==> src/rtl/sram_ctrl_pkg.sv <==
package sram_ctrl_pkg;

  typedef enum logic [2:0] {
    ST_IDLE  = 3'd0,
    ST_TURN  = 3'd1,
    ST_SETUP = 3'd2,
    ST_WSTRB = 3'd3,
    ST_WREC  = 3'd4,
    ST_RACC  = 3'd5
  } seq_state_e;

  function automatic int max_of(input int a, input int b);
    return (a > b) ? a : b;
  endfunction

endpackage

==> src/rtl/sram_cycle_timer.sv <==
module sram_cycle_timer #(
  parameter int CNT_W = 3
) (
  input  logic             clk,
  input  logic             rst_n,
  input  logic             load_en,
  input  logic [CNT_W-1:0] load_val,
  output logic             expired
);

  logic [CNT_W-1:0] cnt_q;
  logic [CNT_W-1:0] cnt_d;

  always_comb begin
    cnt_d = cnt_q;
    if (load_en) begin
      cnt_d = load_val;
    end else if (cnt_q != '0) begin
      cnt_d = cnt_q - 1'b1;
    end
  end

  always_ff @(posedge clk or negedge rst_n) begin
    if (!rst_n) begin
      cnt_q <= '0;
    end else begin
      cnt_q <= cnt_d;
    end
  end

  assign expired = (cnt_q == '0);

endmodule

==> src/rtl/sram_seq_fsm.sv <==
module sram_seq_fsm
  import sram_ctrl_pkg::*;
#(
  parameter int T_WP   = 4,
  parameter int T_WR   = 1,
  parameter int T_ACC  = 4,
  parameter int T_TURN = 1,
  parameter int CNT_W  = 3
) (
  input  logic             clk,
  input  logic             rst_n,
  input  logic             req_valid,
  input  logic             req_write,
  input  logic             tmr_expired,
  output seq_state_e       state_d,
  output logic             tmr_load,
  output logic [CNT_W-1:0] tmr_val,
  output logic             accept,
  output logic             rd_capture,
  output logic             req_ready
);

  localparam logic [CNT_W-1:0] LD_WP   = CNT_W'(T_WP - 1);
  localparam logic [CNT_W-1:0] LD_WR   = CNT_W'(T_WR - 1);
  localparam logic [CNT_W-1:0] LD_ACC  = CNT_W'(T_ACC);
  localparam logic [CNT_W-1:0] LD_TURN = CNT_W'((T_TURN > 0) ? T_TURN - 1 : 0);
  localparam bit               HAS_TURN = (T_TURN > 0);

  seq_state_e state_q;
  logic       op_write_q, op_write_d;
  logic       after_rd_q, after_rd_d;

  assign req_ready = (state_q == ST_IDLE);
  assign accept    = req_ready && req_valid;

  always_comb begin
    state_d    = state_q;
    tmr_load   = 1'b0;
    tmr_val    = '0;
    rd_capture = 1'b0;
    op_write_d = op_write_q;
    after_rd_d = after_rd_q;
    unique case (state_q)
      ST_IDLE: begin
        if (req_valid) begin
          op_write_d = req_write;
          if (req_write) begin
            after_rd_d = 1'b0;
          end
          if (req_write && after_rd_q && HAS_TURN) begin
            state_d  = ST_TURN;
            tmr_load = 1'b1;
            tmr_val  = LD_TURN;
          end else begin
            state_d = ST_SETUP;
          end
        end
      end
      ST_TURN: begin
        if (tmr_expired) begin
          state_d = ST_SETUP;
        end
      end
      ST_SETUP: begin
        tmr_load = 1'b1;
        if (op_write_q) begin
          state_d = ST_WSTRB;
          tmr_val = LD_WP;
        end else begin
          state_d = ST_RACC;
          tmr_val = LD_ACC;
        end
      end
      ST_WSTRB: begin
        if (tmr_expired) begin
          state_d  = ST_WREC;
          tmr_load = 1'b1;
          tmr_val  = LD_WR;
        end
      end
      ST_WREC: begin
        if (tmr_expired) begin
          state_d = ST_IDLE;
        end
      end
      ST_RACC: begin
        if (tmr_expired) begin
          state_d    = ST_IDLE;
          rd_capture = 1'b1;
          after_rd_d = 1'b1;
        end
      end
      default: state_d = ST_IDLE;
    endcase
  end

  always_ff @(posedge clk or negedge rst_n) begin
    if (!rst_n) begin
      state_q    <= ST_IDLE;
      op_write_q <= 1'b0;
      after_rd_q <= 1'b0;
    end else begin
      state_q    <= state_d;
      op_write_q <= op_write_d;
      after_rd_q <= after_rd_d;
    end
  end

endmodule

==> src/rtl/sram_pin_regs.sv <==
module sram_pin_regs
  import sram_ctrl_pkg::*;
#(
  parameter int ADDR_W = 15,
  parameter int DATA_W = 8
) (
  input  logic              clk,
  input  logic              rst_n,
  input  logic              accept,
  input  logic [ADDR_W-1:0] req_addr,
  input  logic [DATA_W-1:0] req_wdata,
  input  seq_state_e        state_d,
  input  logic              rd_capture,
  input  logic [DATA_W-1:0] mem_dq_in,
  output logic [ADDR_W-1:0] mem_addr,
  output logic              mem_cs_n,
  output logic              mem_ce,
  output logic              mem_we_n,
  output logic              mem_oe_n,
  output logic [DATA_W-1:0] mem_dq_out,
  output logic              mem_dq_oe,
  output logic [DATA_W-1:0] rd_data,
  output logic              rd_valid
);

  logic [ADDR_W-1:0] addr_q;
  logic [DATA_W-1:0] wdata_q;
  logic [DATA_W-1:0] rdata_q;
  logic              cs_n_q, ce_q, we_n_q, oe_n_q, dq_oe_q, rvalid_q;
  logic              sel_d, strobe_d, rd_win_d;

  assign sel_d    = (state_d != ST_IDLE);
  assign strobe_d = (state_d == ST_WSTRB);
  assign rd_win_d = (state_d == ST_RACC);

  // Request capture, enabled by accept
  always_ff @(posedge clk or negedge rst_n) begin
    if (!rst_n) begin
      addr_q  <= '0;
      wdata_q <= '0;
    end else if (accept) begin
      addr_q  <= req_addr;
      wdata_q <= req_wdata;
    end
  end

  // Control strobes registered from the next state
  always_ff @(posedge clk or negedge rst_n) begin
    if (!rst_n) begin
      cs_n_q  <= 1'b1;
      ce_q    <= 1'b0;
      we_n_q  <= 1'b1;
      oe_n_q  <= 1'b1;
      dq_oe_q <= 1'b0;
    end else begin
      cs_n_q  <= !sel_d;
      ce_q    <= sel_d;
      we_n_q  <= !strobe_d;
      oe_n_q  <= !rd_win_d;
      dq_oe_q <= strobe_d;
    end
  end

  // Read sample, enabled by rd_capture
  always_ff @(posedge clk or negedge rst_n) begin
    if (!rst_n) begin
      rdata_q <= '0;
    end else if (rd_capture) begin
      rdata_q <= mem_dq_in;
    end
  end

  always_ff @(posedge clk or negedge rst_n) begin
    if (!rst_n) begin
      rvalid_q <= 1'b0;
    end else begin
      rvalid_q <= rd_capture;
    end
  end

  assign mem_addr   = addr_q;
  assign mem_cs_n   = cs_n_q;
  assign mem_ce     = ce_q;
  assign mem_we_n   = we_n_q;
  assign mem_oe_n   = oe_n_q;
  assign mem_dq_out = wdata_q;
  assign mem_dq_oe  = dq_oe_q;
  assign rd_data    = rdata_q;
  assign rd_valid   = rvalid_q;

endmodule

==> src/rtl/sram_strobe_ctrl.sv <==
module sram_strobe_ctrl
  import sram_ctrl_pkg::*;
#(
  parameter int ADDR_W = 15,
  parameter int DATA_W = 8,
  parameter int T_WP   = 4,
  parameter int T_WR   = 1,
  parameter int T_ACC  = 4,
  parameter int T_TURN = 1
) (
  input  logic              clk,
  input  logic              rst_n,
  input  logic              req_valid,
  input  logic              req_write,
  input  logic [ADDR_W-1:0] req_addr,
  input  logic [DATA_W-1:0] req_wdata,
  output logic              req_ready,
  output logic [DATA_W-1:0] rd_data,
  output logic              rd_valid,
  output logic [ADDR_W-1:0] mem_addr,
  output logic              mem_cs_n,
  output logic              mem_ce,
  output logic              mem_we_n,
  output logic              mem_oe_n,
  output logic [DATA_W-1:0] mem_dq_out,
  input  logic [DATA_W-1:0] mem_dq_in,
  output logic              mem_dq_oe
);

  localparam int MAX_T = max_of(max_of(T_WP, T_WR), max_of(T_ACC + 1, T_TURN));
  localparam int CNT_W = $clog2(MAX_T + 1);

  seq_state_e       state_d;
  logic             tmr_load;
  logic [CNT_W-1:0] tmr_val;
  logic             tmr_expired;
  logic             accept;
  logic             rd_capture;

  sram_cycle_timer #(.CNT_W(CNT_W)) u_timer (
    .clk      (clk),
    .rst_n    (rst_n),
    .load_en  (tmr_load),
    .load_val (tmr_val),
    .expired  (tmr_expired)
  );

  sram_seq_fsm #(
    .T_WP(T_WP), .T_WR(T_WR), .T_ACC(T_ACC), .T_TURN(T_TURN), .CNT_W(CNT_W)
  ) u_fsm (
    .clk         (clk),
    .rst_n       (rst_n),
    .req_valid   (req_valid),
    .req_write   (req_write),
    .tmr_expired (tmr_expired),
    .state_d     (state_d),
    .tmr_load    (tmr_load),
    .tmr_val     (tmr_val),
    .accept      (accept),
    .rd_capture  (rd_capture),
    .req_ready   (req_ready)
  );

  sram_pin_regs #(.ADDR_W(ADDR_W), .DATA_W(DATA_W)) u_pins (
    .clk        (clk),
    .rst_n      (rst_n),
    .accept     (accept),
    .req_addr   (req_addr),
    .req_wdata  (req_wdata),
    .state_d    (state_d),
    .rd_capture (rd_capture),
    .mem_dq_in  (mem_dq_in),
    .mem_addr   (mem_addr),
    .mem_cs_n   (mem_cs_n),
    .mem_ce     (mem_ce),
    .mem_we_n   (mem_we_n),
    .mem_oe_n   (mem_oe_n),
    .mem_dq_out (mem_dq_out),
    .mem_dq_oe  (mem_dq_oe),
    .rd_data    (rd_data),
    .rd_valid   (rd_valid)
  );

endmodule

==> config.mk <==
export PLATFORM = sky130hd
export DESIGN_NAME = sram_strobe_ctrl
export DESIGN_NICKNAME = d
export VERILOG_FILES = /design/src/rtl/sram_ctrl_pkg.sv /design/src/rtl/sram_cycle_timer.sv /design/src/rtl/sram_seq_fsm.sv /design/src/rtl/sram_pin_regs.sv /design/src/rtl/sram_strobe_ctrl.sv
export SDC_FILE = /design/constraint.sdc
export NUM_CORES = 1
export LEC_CHECK = 0
export ABC_AREA = 1
export BUFFER_PORTS_ARGS = -buffer_cell sky130_fd_sc_hd__buf_2
export CAP_MARGIN = 20
export CORE_ASPECT_RATIO = 2
export CORE_UTILIZATION = 35
export CTS_BUF_LIST = sky130_fd_sc_hd__clkbuf_8
export DETAILED_ROUTE_END_ITERATION = 7
export HOLD_SLACK_MARGIN = 0.03
export PLACE_DENSITY = 0.65
export SLEW_MARGIN = 25
export SYNTH_ARGS = -nofsm -noshare
export SYNTH_HDL_FRONTEND = slang
export SYNTH_HIERARCHICAL = 1
export SYNTH_SLANG_ARGS = --single-unit
==> constraint.sdc <==
create_clock -name clk -period 4.4 [get_ports clk]
set_input_delay 0.44 -clock clk [delete_from_list [all_inputs] [get_ports clk]]
set_output_delay 0.44 -clock clk [all_outputs]
set_load 0.01 [all_outputs]
=== Word-level counts from Yosys, hierarchy flattened ===
Index checks and enable logic that the tools add are counted.

* Output and inout bits: 38
* Input port bits: 35
* Flip-flop bits (word level): 45

* Mux-type cells: 20
* Reduce and logical (&&, ||, !) cells: 14
* Eq/ne operators: 10
* Add/sub/neg operators: 1

{| class="wikitable"
|+ Operators by type and width
! operator !! count
|-
| 2-to-1 mux 3 bit || 9
|-
| case mux 3 bit (5 select lines) || 1
|-
| equality test 3 x 2 -> 1 bit (second input constant) || 3
|-
| equality test 3 bit (second input constant) || 3
|-
| 2-to-1 mux 1 bit || 7
|-
| zero test 3 bit || 2
|-
| inequality test 2 bit (second input constant) || 3
|-
| nonzero test 3 bit || 2
|-
| AND reduction 4 bit || 1
|-
| nonzero test 2 bit || 2
|-
| equality test 3 x 1 -> 1 bit (second input constant) || 1
|-
| zero test 1 bit || 3
|-
| case mux 1 bit (3 select lines) || 1
|-
| subtractor 3 x 1 -> 3 bit (second input constant) || 1
|-
| logical AND 1 bit || 2
|-
| 2-to-1 mux 2 bit || 1
|-
| case mux 1 bit (2 select lines) || 1
|-
| AND reduction 2 bit || 1
|-
| OR reduction 2 bit || 1
|}

=== Depth between registers and ports, before layout ===
Gate-level depths: netlist of run 1.

* Depth in word-level cells: 6
* Mapped depth: 12
* Mapped depth without buffers: 12

=== Hierarchy ===
The synthesis of run 1 kept the hierarchy.

{| class="wikitable"
|+ By module, submodules not included
! module !! sequential area each (um^2) !! area an instance (um^2) !! cells an instance !! times used
|-
| sram_pin_regs || 929.6 || 1366.3 || 146 || 1
|-
| sram_seq_fsm || 125.1 || 346.6 || 50 || 1
|-
| sram_cycle_timer || 75.1 || 207.7 || 32 || 1
|}

=== Worst setup path before layout of run 1 ===
No wires, ideal clock.

* Path type: reg2reg
* Start point: reg u_timer.cnt_q[0]
* End point: reg u_pins.rdata_q[0] (netlist: u_pins/rd_data[0])
* Cell stages (with the launch flop): 13
* Arrival time: 1.405 ns
* Path buffers: 1
* Setup time: 0.117 ns
* Slack: 2.878 ns
* Path through: dfrtp_1 > inv_1 > ha_1 > inv_1 > nor2_2 > nand2_1 > inv_1 > nand2_1 > inv_2 > buf_2 > inv_1 > nand2_1 > nand2_1

* Word-level cells in the longest chain between the ends: 3

{| class="wikitable"
|+ RTL lines
! what !! line !! text
|-
| start: declaration || sram_cycle_timer.sv:11 || <nowiki>logic [CNT_W-1:0] cnt_q;</nowiki>
|-
| start signal: assignment || sram_cycle_timer.sv:27 || <nowiki>cnt_q <= cnt_d;</nowiki>
|-
| zero test 3 bit || sram_cycle_timer.sv:31 || <nowiki>assign expired = (cnt_q == '0);</nowiki>
|-
| net tmr_expired || sram_strobe_ctrl.sv:36 || <nowiki>logic tmr_expired;</nowiki>
|-
| 2-to-1 mux 1 bit || sram_seq_fsm.sv:87 || <nowiki>if (tmr_expired) begin</nowiki>
|-
| 2-to-1 mux 1 bit || sram_seq_fsm.sv:43 || <nowiki>unique case (state_q)</nowiki>
|-
| net rd_capture || sram_strobe_ctrl.sv:38 || <nowiki>logic rd_capture;</nowiki>
|-
| end signal: assignment || sram_pin_regs.sv:69 || <nowiki>rdata_q <= mem_dq_in;</nowiki>
|-
| end: declaration || sram_pin_regs.sv:28 || <nowiki>logic [DATA_W-1:0] rdata_q;</nowiki>
|}

The timed path passes the listed nets, and every way through them passes these cells.
A chain may end at the register's enable or synchronous reset.

=== Worst setup path after layout of run 1 ===
* Start point: reg u_fsm.state_q[1]
* End point: reg u_pins.addr_q[2] (netlist: u_pins/mem_addr[2])

* Word-level cells in the longest chain between the ends: 2

{| class="wikitable"
|+ RTL lines
! what !! line !! text
|-
| start: declaration || sram_seq_fsm.sv:29 || <nowiki>seq_state_e state_q;</nowiki>
|-
| start signal: assignment || sram_seq_fsm.sv:103 || <nowiki>state_q <= state_d;</nowiki>
|-
| zero test 3 bit || sram_seq_fsm.sv:33 || <nowiki>assign req_ready = (state_q == ST_IDLE);</nowiki>
|-
| logical AND 1 bit || sram_seq_fsm.sv:34 || <nowiki>assign accept = req_ready && req_valid;</nowiki>
|-
| net accept || sram_strobe_ctrl.sv:37 || <nowiki>logic accept;</nowiki>
|-
| end signal: assignment || sram_pin_regs.sv:42 || <nowiki>addr_q <= req_addr;</nowiki>
|-
| end: declaration || sram_pin_regs.sv:26 || <nowiki>logic [ADDR_W-1:0] addr_q;</nowiki>
|}

The timed path passes the listed nets, and every way through them passes these cells.

==> flow_metrics.py, run 1 <==
metrics = {
    "detailed_routing": {
        "first_pass_iters": 4,
        "viasPerCell": 4.38,
        "remaining_drc_errors": 0,
        "wl_mm": 3.96,
        "postRouteAntennaNets": 0,
        "num_vias": 1576,
        "wl_per_cell_microns": 11.0,
        "drt-initial-drc-count": 24,
    },
    "clock_network": {
        "ctsRootBufferMaster": "clkbuf_8",
        "clk_pin_slew_ns": 0.09,
        "holdBufCountCts": 0,
        "cts_tree": "yes",
        "post_cts_buffers": 0,
        "cts_resized": 0,
        "htreeDepth": 2,
        "clock-sinks": 45,
        "cts_max_path_buffers": 2,
        "cts_buffers": 5,
        "clock_insertion_delay_worst_skew_ns": 0.29,
    },
    "logic_synthesis": {
        "synth_compound_area_frac": 0.0150,
        "synth_cell_types": 20,
        "yosys.area_share.simple": 0.311,
        "synth-adder-area-share": 0.0130,
        "synth_xor_area_frac": 0,
        "yosysTopAreaCellShare": 0.547,
        "synth-seq-cells": 45,
        "yosys_warnings": 6,
        "synth_mux_area_frac": 0,
        "syn_area_sq_um": 1920,
        "yosys.area.top_type": "dfrtp_1",
        "synth_area_leaders": "dfrtp_1 (55%), nand2_1 (24%), dfstp_2 (4.1%)",
        "synthCells": 228,
        "syn_nets": 265,
        "yosysSeqAreaShare": 0.588,
        "syn_area_per_cell_sq_um": 8.42,
        "synth_top_family_by_area": "simple AND/OR/NAND/NOR gates",
    },
    "placed_design": {
        "portBuffers": 72,
        "place_ws_ns": 2.19,
        "hpwl_mm": 3.00,
        "place_area_sq_um": 2300,
        "place_congestion": 0.759,
    },
    "power": {
        "seqPwrFrac": 0.409,
        "p_per_area_nw_per_um2": 720,
        "combPwrFrac": 0.416,
        "swShare": 0.394,
        "p_clk_frac": 0.174,
        "internal_power_mw": 1.05,
        "power.switching_mw": 0.687,
        "ir_worst_vdd_v": 0.000380,
        "leakage_nw": 1.42,
    },
    "sta": {
        "max_clock_freq_mhz": 464,
        "slew_headroom": 0.362,
        "tightest_slew_ns": 0.957,
        "fin_crit_ns": 2.16,
        "finalSetupTns_ns": 0,
        "post-route-period-util": 0.490,
        "hold_viol": 0,
        "fin_ws_ns": 2.24,
        "finalSetupViolations": 0,
        "report.final.slew_viol_count": 0,
        "grt_setup_unrepaired": "no",
        "fin_worst_skew_ns": 0.0120,
        "hold_ws_ns": 0.126,
    },
    "grt": {
        "grt_max_degree": 46,
        "grt_pass1_vias": 1475,
        "grt_pass1_wl_mm": 6.38,
        "grt_antenna_before_repair": 0,
        "gr-total-overflow": 0,
        "gr-usage-all-layers": 0.151,
    },
    "final_layout": {
        "seqCellArea_sq_um": 1130,
        "drive_gt1_frac": 0.321,
        "diodes": 0,
        "area_delta_synth_final_pct": 25.9,
        "multi_input_comb_area_sq_um": 651,
        "finalNetCount": 338,
        "n_fill_cell": 555,
        "final_area_sq_um": 2420,
    },
    "critical_path": {
        "crit_chain": "nor2_2 -> nand2_4 -> nor2_2 -> inv_2 -> nand2_1 -> nand2_1",
        "regToRegEndpoint": "u_pins/mem_addr[2]",
        "slowest_stage": "nor2_2",
        "arrival_ns": 2.34,
        "regToRegSetupSlack_ns": 2.24,
        "r2r_start": "u_fsm/state_q[1]",
        "setup.worst_path.end_class": "flip-flop",
        "crit_path_max_fanout": 25,
        "cp.required_ns": 4.59,
        "slowest_delay_ns": 0.73,
        "reg2reg_depth": 6,
        "start_kind": "flip-flop",
        "crit_type": "reg2reg",
    },
    "floorplanning": {
        "dieArea_sq_um": 5810,
        "die_w_microns": 54.4,
        "core_sq_um": 5230,
        "pin_count": 73,
        "placementRows": 37,
        "start_util": 0.367,
        "dieHeight_microns": 107,
    },
    "job": {
        "cap_violations": 0,
    },
    "run_status": {
        "outcome": "complete, no violations",
    },
    "min_path": {
        "hp-class": "in2async",
    },
}
-- flip-flops by register name, summed over array words and instances (netlist names) --
signal	flops
u_pins/mem_dq_oe	1
u_fsm/op_write_q	1
u_pins/mem_ce	1
u_pins/mem_cs_n	1
u_timer/cnt_q	3
u_pins/mem_dq_out	8
u_pins/mem_addr	15
u_fsm/state_q	3
u_fsm/after_rd_q	1
u_pins/rd_valid	1
u_pins/rd_data	8
u_pins/mem_we_n	1
u_pins/mem_oe_n	1
-- cell families (layout without fill, tap and decap cells) --
| kind of cell | after synthesis | after routing |
|---|---|---|
| DFF | 45 | 45 |
| and+or+nand+nor | 146 | 146 |
| AOI/OAI and AO/OA | 5 | 5 |
| buffers and inverters | 30 | 104 |
| adders and majority gates | 2 | 2 |
-- cells in the final DEF, fill, tap and decap left out, types with 2 or more instances in the layout --
cell      synthesis  routed
nor2_1            7       7
nand2_1         121     121
nand2_2           2       2
buf_2             1      71
nand3_1           6       6
clkbuf_8          0       5
o21ai_0           3       3
inv_2             4       4
nor2_2            6       6
inv_1            20      21
ha_1              2       2
dfrtp_1          42      42
dfstp_2           3       3
-- Yosys cell counts, drive strengths merged --
cell / instances
a21oi: 1
nand4: 1
nand3b: 1
dfstp: 3
nand2: 124
nand3: 6
inv: 24
o21ai: 4
dfrtp: 42
nor2: 14
ha: 2
buf: 6
-- layer usage --
metal	vias up	GRT usage	wire length, microns
met5	-	0	0
met4	0	0.0714	81
met3	7	0.0298	145
met2	36	0.258	2200
met1	714	0.169	1540
li1	819	-	-
-- per-stage QoR --
stage | instances | util | power (mW)
floorplan | 228 | - | 1.21
global placement | 352 | 0.440 | 1.45
detailed placement | 352 | 0.440 | 1.46
CTS | 360 | 0.462 | 1.77
global route | 360 | 0.462 | 1.92
finish | 360 | 0.462 | 1.74
-- critical path: cells and delay by family (launching register included) --
| family | cells | cell delay [ns] |
|---|---|---|
| AND/OR/NAND/NOR | 5 | 1.22 |
| flip-flops | 1 | 0.44 |
| buffers and inverters | 1 | 0.39 |
-- power by group through the flow --
stage	sequential (mW)	clock (mW)	combinational, mW
finish	0.713	0.303	0.725
global route	0.740	0.336	0.842
CTS	0.716	0.312	0.741
detailed placement	0.723	0	0.740
global placement	0.722	0	0.725
floorplan	0.791	0	0.415
-- layout make-up --
cell class	count	area share
clock buffers	5	0.0285
clock inverters	3	0.0176
inverters	24	0.0373
multi-input cells	153	0.269
flip-flops and latches	45	0.467
well taps	58	0.0300
repair buffers	72	0.150
-- worst max-delay path by stage --
stage / start / slack (ns) / depth (start not counted) / endpoint
after floorplan: u_timer/cnt_q[0] / 2.88 / 12 / u_pins/rd_data[0]
after global placement: u_fsm/state_q[1] / 2.25 / 6 / u_pins/mem_dq_out[5]
after detailed placement: u_fsm/state_q[1] / 2.19 / 6 / u_pins/mem_addr[2]
after CTS: u_fsm/state_q[1] / 2.21 / 6 / u_pins/mem_addr[2]
after global routing: u_fsm/state_q[1] / 2.03 / 6 / u_pins/mem_addr[9]
final: u_fsm/state_q[1] / 2.24 / 6 / u_pins/mem_addr[2]
Power figures use the tool's default switching activity.
==> inputs of run 2 (changes only) <==
- PLACE_DENSITY: 0.65 -> 0.68
- clock period: 4.4 -> 1.75 ns (I/O delays scaled with it)
==> run 2 against run 1 <==
Combinational power grew to 2.8 times the previous value. Largest cell class unchanged. Worst hold slack worse by 0.056 ns. Via count is 4.9% higher.
==> flow_metrics.py, run 2 (synthesis gave the netlist of run 1 again) <==
metrics = {
    "grt": {
        "grt_antenna_before_repair": 0,
        "grt_pass1_wl_mm": 6.21,
        "gr-usage-all-layers": 0.147,
        "gr-total-overflow": 0,
        "grt_max_degree": 26,
        "grt_pass1_vias": 1528,
    },
    "placed_design": {
        "place_congestion": 0.747,
        "hpwl_mm": 3.11,
        "place_inst": 355,
        "portBuffers": 72,
    },
    "min_path": {
        "hp-class": "in2reg",
        "min_from": "req_addr[7]",
        "whs_endpoint": "u_pins/mem_addr[7]",
        "holdPathStages": 3,
    },
    "critical_path": {
        "crit_type": "reg2reg",
        "setup.worst_path.end_class": "flip-flop",
        "reg2reg_depth": 12,
        "start_kind": "flip-flop",
        "r2r_start": "u_timer/cnt_q[0]",
        "crit_path_max_fanout": 8,
        "regToRegEndpoint": "u_timer/cnt_q[2]",
        "arrival_ns": 1.81,
        "regToRegSetupSlack_ns": 0.13,
        "cp.required_ns": 1.94,
    },
    "final_layout": {
        "n_fill_cell": 557,
        "layout_commonest_cell": "nand2_1",
        "fin_cells": 369,
        "seqCellArea_sq_um": 1130,
        "largest_reg_flops": 15,
        "drive_gt1_frac": 0.357,
        "area_delta_synth_final_pct": 30.4,
        "finalNetCount": 348,
        "multi_input_comb_area_sq_um": 676,
        "final_cell_mix": "nand2_1 (120), buf_2 (72), dfrtp_1 (42)",
        "diodes": 0,
    },
    "floorplanning": {
        "dieArea_sq_um": 5810,
        "placementRows": 37,
        "pin_count": 73,
        "die_w_microns": 54.4,
        "core_sq_um": 5230,
        "start_util": 0.367,
        "dieHeight_microns": 107,
    },
    "sta": {
        "tightest_slew_ns": 0.509,
        "hold_viol": 0,
        "slew_headroom": 0.661,
        "max_clock_freq_mhz": 616,
        "finalSetupViolations": 0,
        "finalSetupTns_ns": 0,
        "report.final.slew_viol_count": 0,
        "fin_worst_skew_ns": 0.00568,
        "fin_crit_ns": 1.62,
        "post-route-period-util": 0.927,
    },
    "power": {
        "ir_worst_vdd_v": 0.000827,
        "p_per_area_nw_per_um2": 1770,
        "p_total_mw": 4.43,
        "leakage_nw": 1.46,
    },
    "clock_network": {
        "cts_tree": "yes",
        "clk_pin_slew_ns": 0.08,
        "cts_max_path_buffers": 2,
        "htreeDepth": 2,
        "clock_insertion_delay_worst_skew_ns": 0.30,
        "cts_buffers": 5,
        "ctsRootBufferMaster": "clkbuf_8",
        "clock-sinks": 45,
    },
    "detailed_routing": {
        "wl_per_cell_microns": 10.9,
        "postRouteAntennaNets": 0,
        "wl_mm": 4.02,
        "first_pass_iters": 4,
        "drt-initial-drc-count": 42,
        "viasPerCell": 4.48,
        "num_vias": 1653,
        "remaining_drc_errors": 0,
    },
    "run_status": {
        "outcome": "complete, no violations",
    },
    "job": {
        "cap_violations": 0,
    },
}
==> run 2: layout make-up <==
class                           instances  share of cell area
Clock inverter                          1             0.00150
Tap cell                               58              0.0290
Sequential cell                        45               0.451
Clock buffer                            6              0.0330
Inverter                               24              0.0360
Timing Repair Buffer                   82               0.180
Multi-Input combinational cell        153               0.270
==> run 2: worst max-delay path by stage <==
stage / startpoint / end / slack (ns) / cells past startpoint
6_report: u_timer/cnt_q[0] / u_timer/cnt_q[2] / 0.13 / 12
5_1_grt: u_timer/cnt_q[0] / u_timer/cnt_q[2] / -0.007 / 12
4_1_cts: u_timer/cnt_q[0] / u_timer/cnt_q[1] / 0.02 / 11
3_5_place_dp: u_timer/cnt_q[0] / u_timer/cnt_q[1] / 0.04 / 11
3_3_place_gp: u_timer/cnt_q[0] / u_timer/cnt_q[1] / 0.12 / 11
2_1_floorplan: u_timer/cnt_q[0] / u_pins/rd_data[0] / 0.23 / 12
==> run 2: what timing repair did <==
| action | CTS | global route |
|---|---|---|
| hold buffers | 1 | 0 |
| endpoints found under the hold margin | 19 | 0 |
| setup endpoints to repair | 0 | 4 |
| resized for setup | 0 | 9 |
| buffers inserted | 0 | 6 |
==> run 2: power breakdown <==
group / internal, mW / leakage (nW) / switching (mW)
clock: 0.307 / 0.0485 / 0.316
combinational: 0.810 / 0.864 / 1.21
sequential: 1.54 / 0.546 / 0.256
==> run 2: stage by stage <==
stage          worst slack (ns)  cell area, sq um  utilization  hold slack, ns
2_1_floorplan             0.228              1920            -          -0.121
4_1_cts                  0.0249              2430        0.465          0.0605
3_3_place_gp              0.117              2340        0.447           0.169
5_1_grt                -0.00707              2500        0.479          0.0702
6_report                  0.127              2500        0.479          0.0698
3_5_place_dp             0.0412              2340        0.447           0.174
==> run 2: per-layer routing <==
metal	GRT usage	vias to the layer above	share of wire
li1	-	838	-
met1	0.132	773	0.35
met2	0.277	36	0.59
met3	0.0255	6	0.036
met4	0.0842	0	0.025
met5	0	-	0
==> run 2: critical path: stages, from the launching register on <==
cell	delay, ns
dfrtp_1	0.39
inv_2	0.08
ha_4	0.13
inv_1	0.05
nor2_4	0.12
nand2_2	0.07
inv_2	0.07
nand3_2	0.06
nand3b_1	0.24
buf_4	0.17
a21oi_1	0.03
nand2_1	0.05
nand2_1	0.04
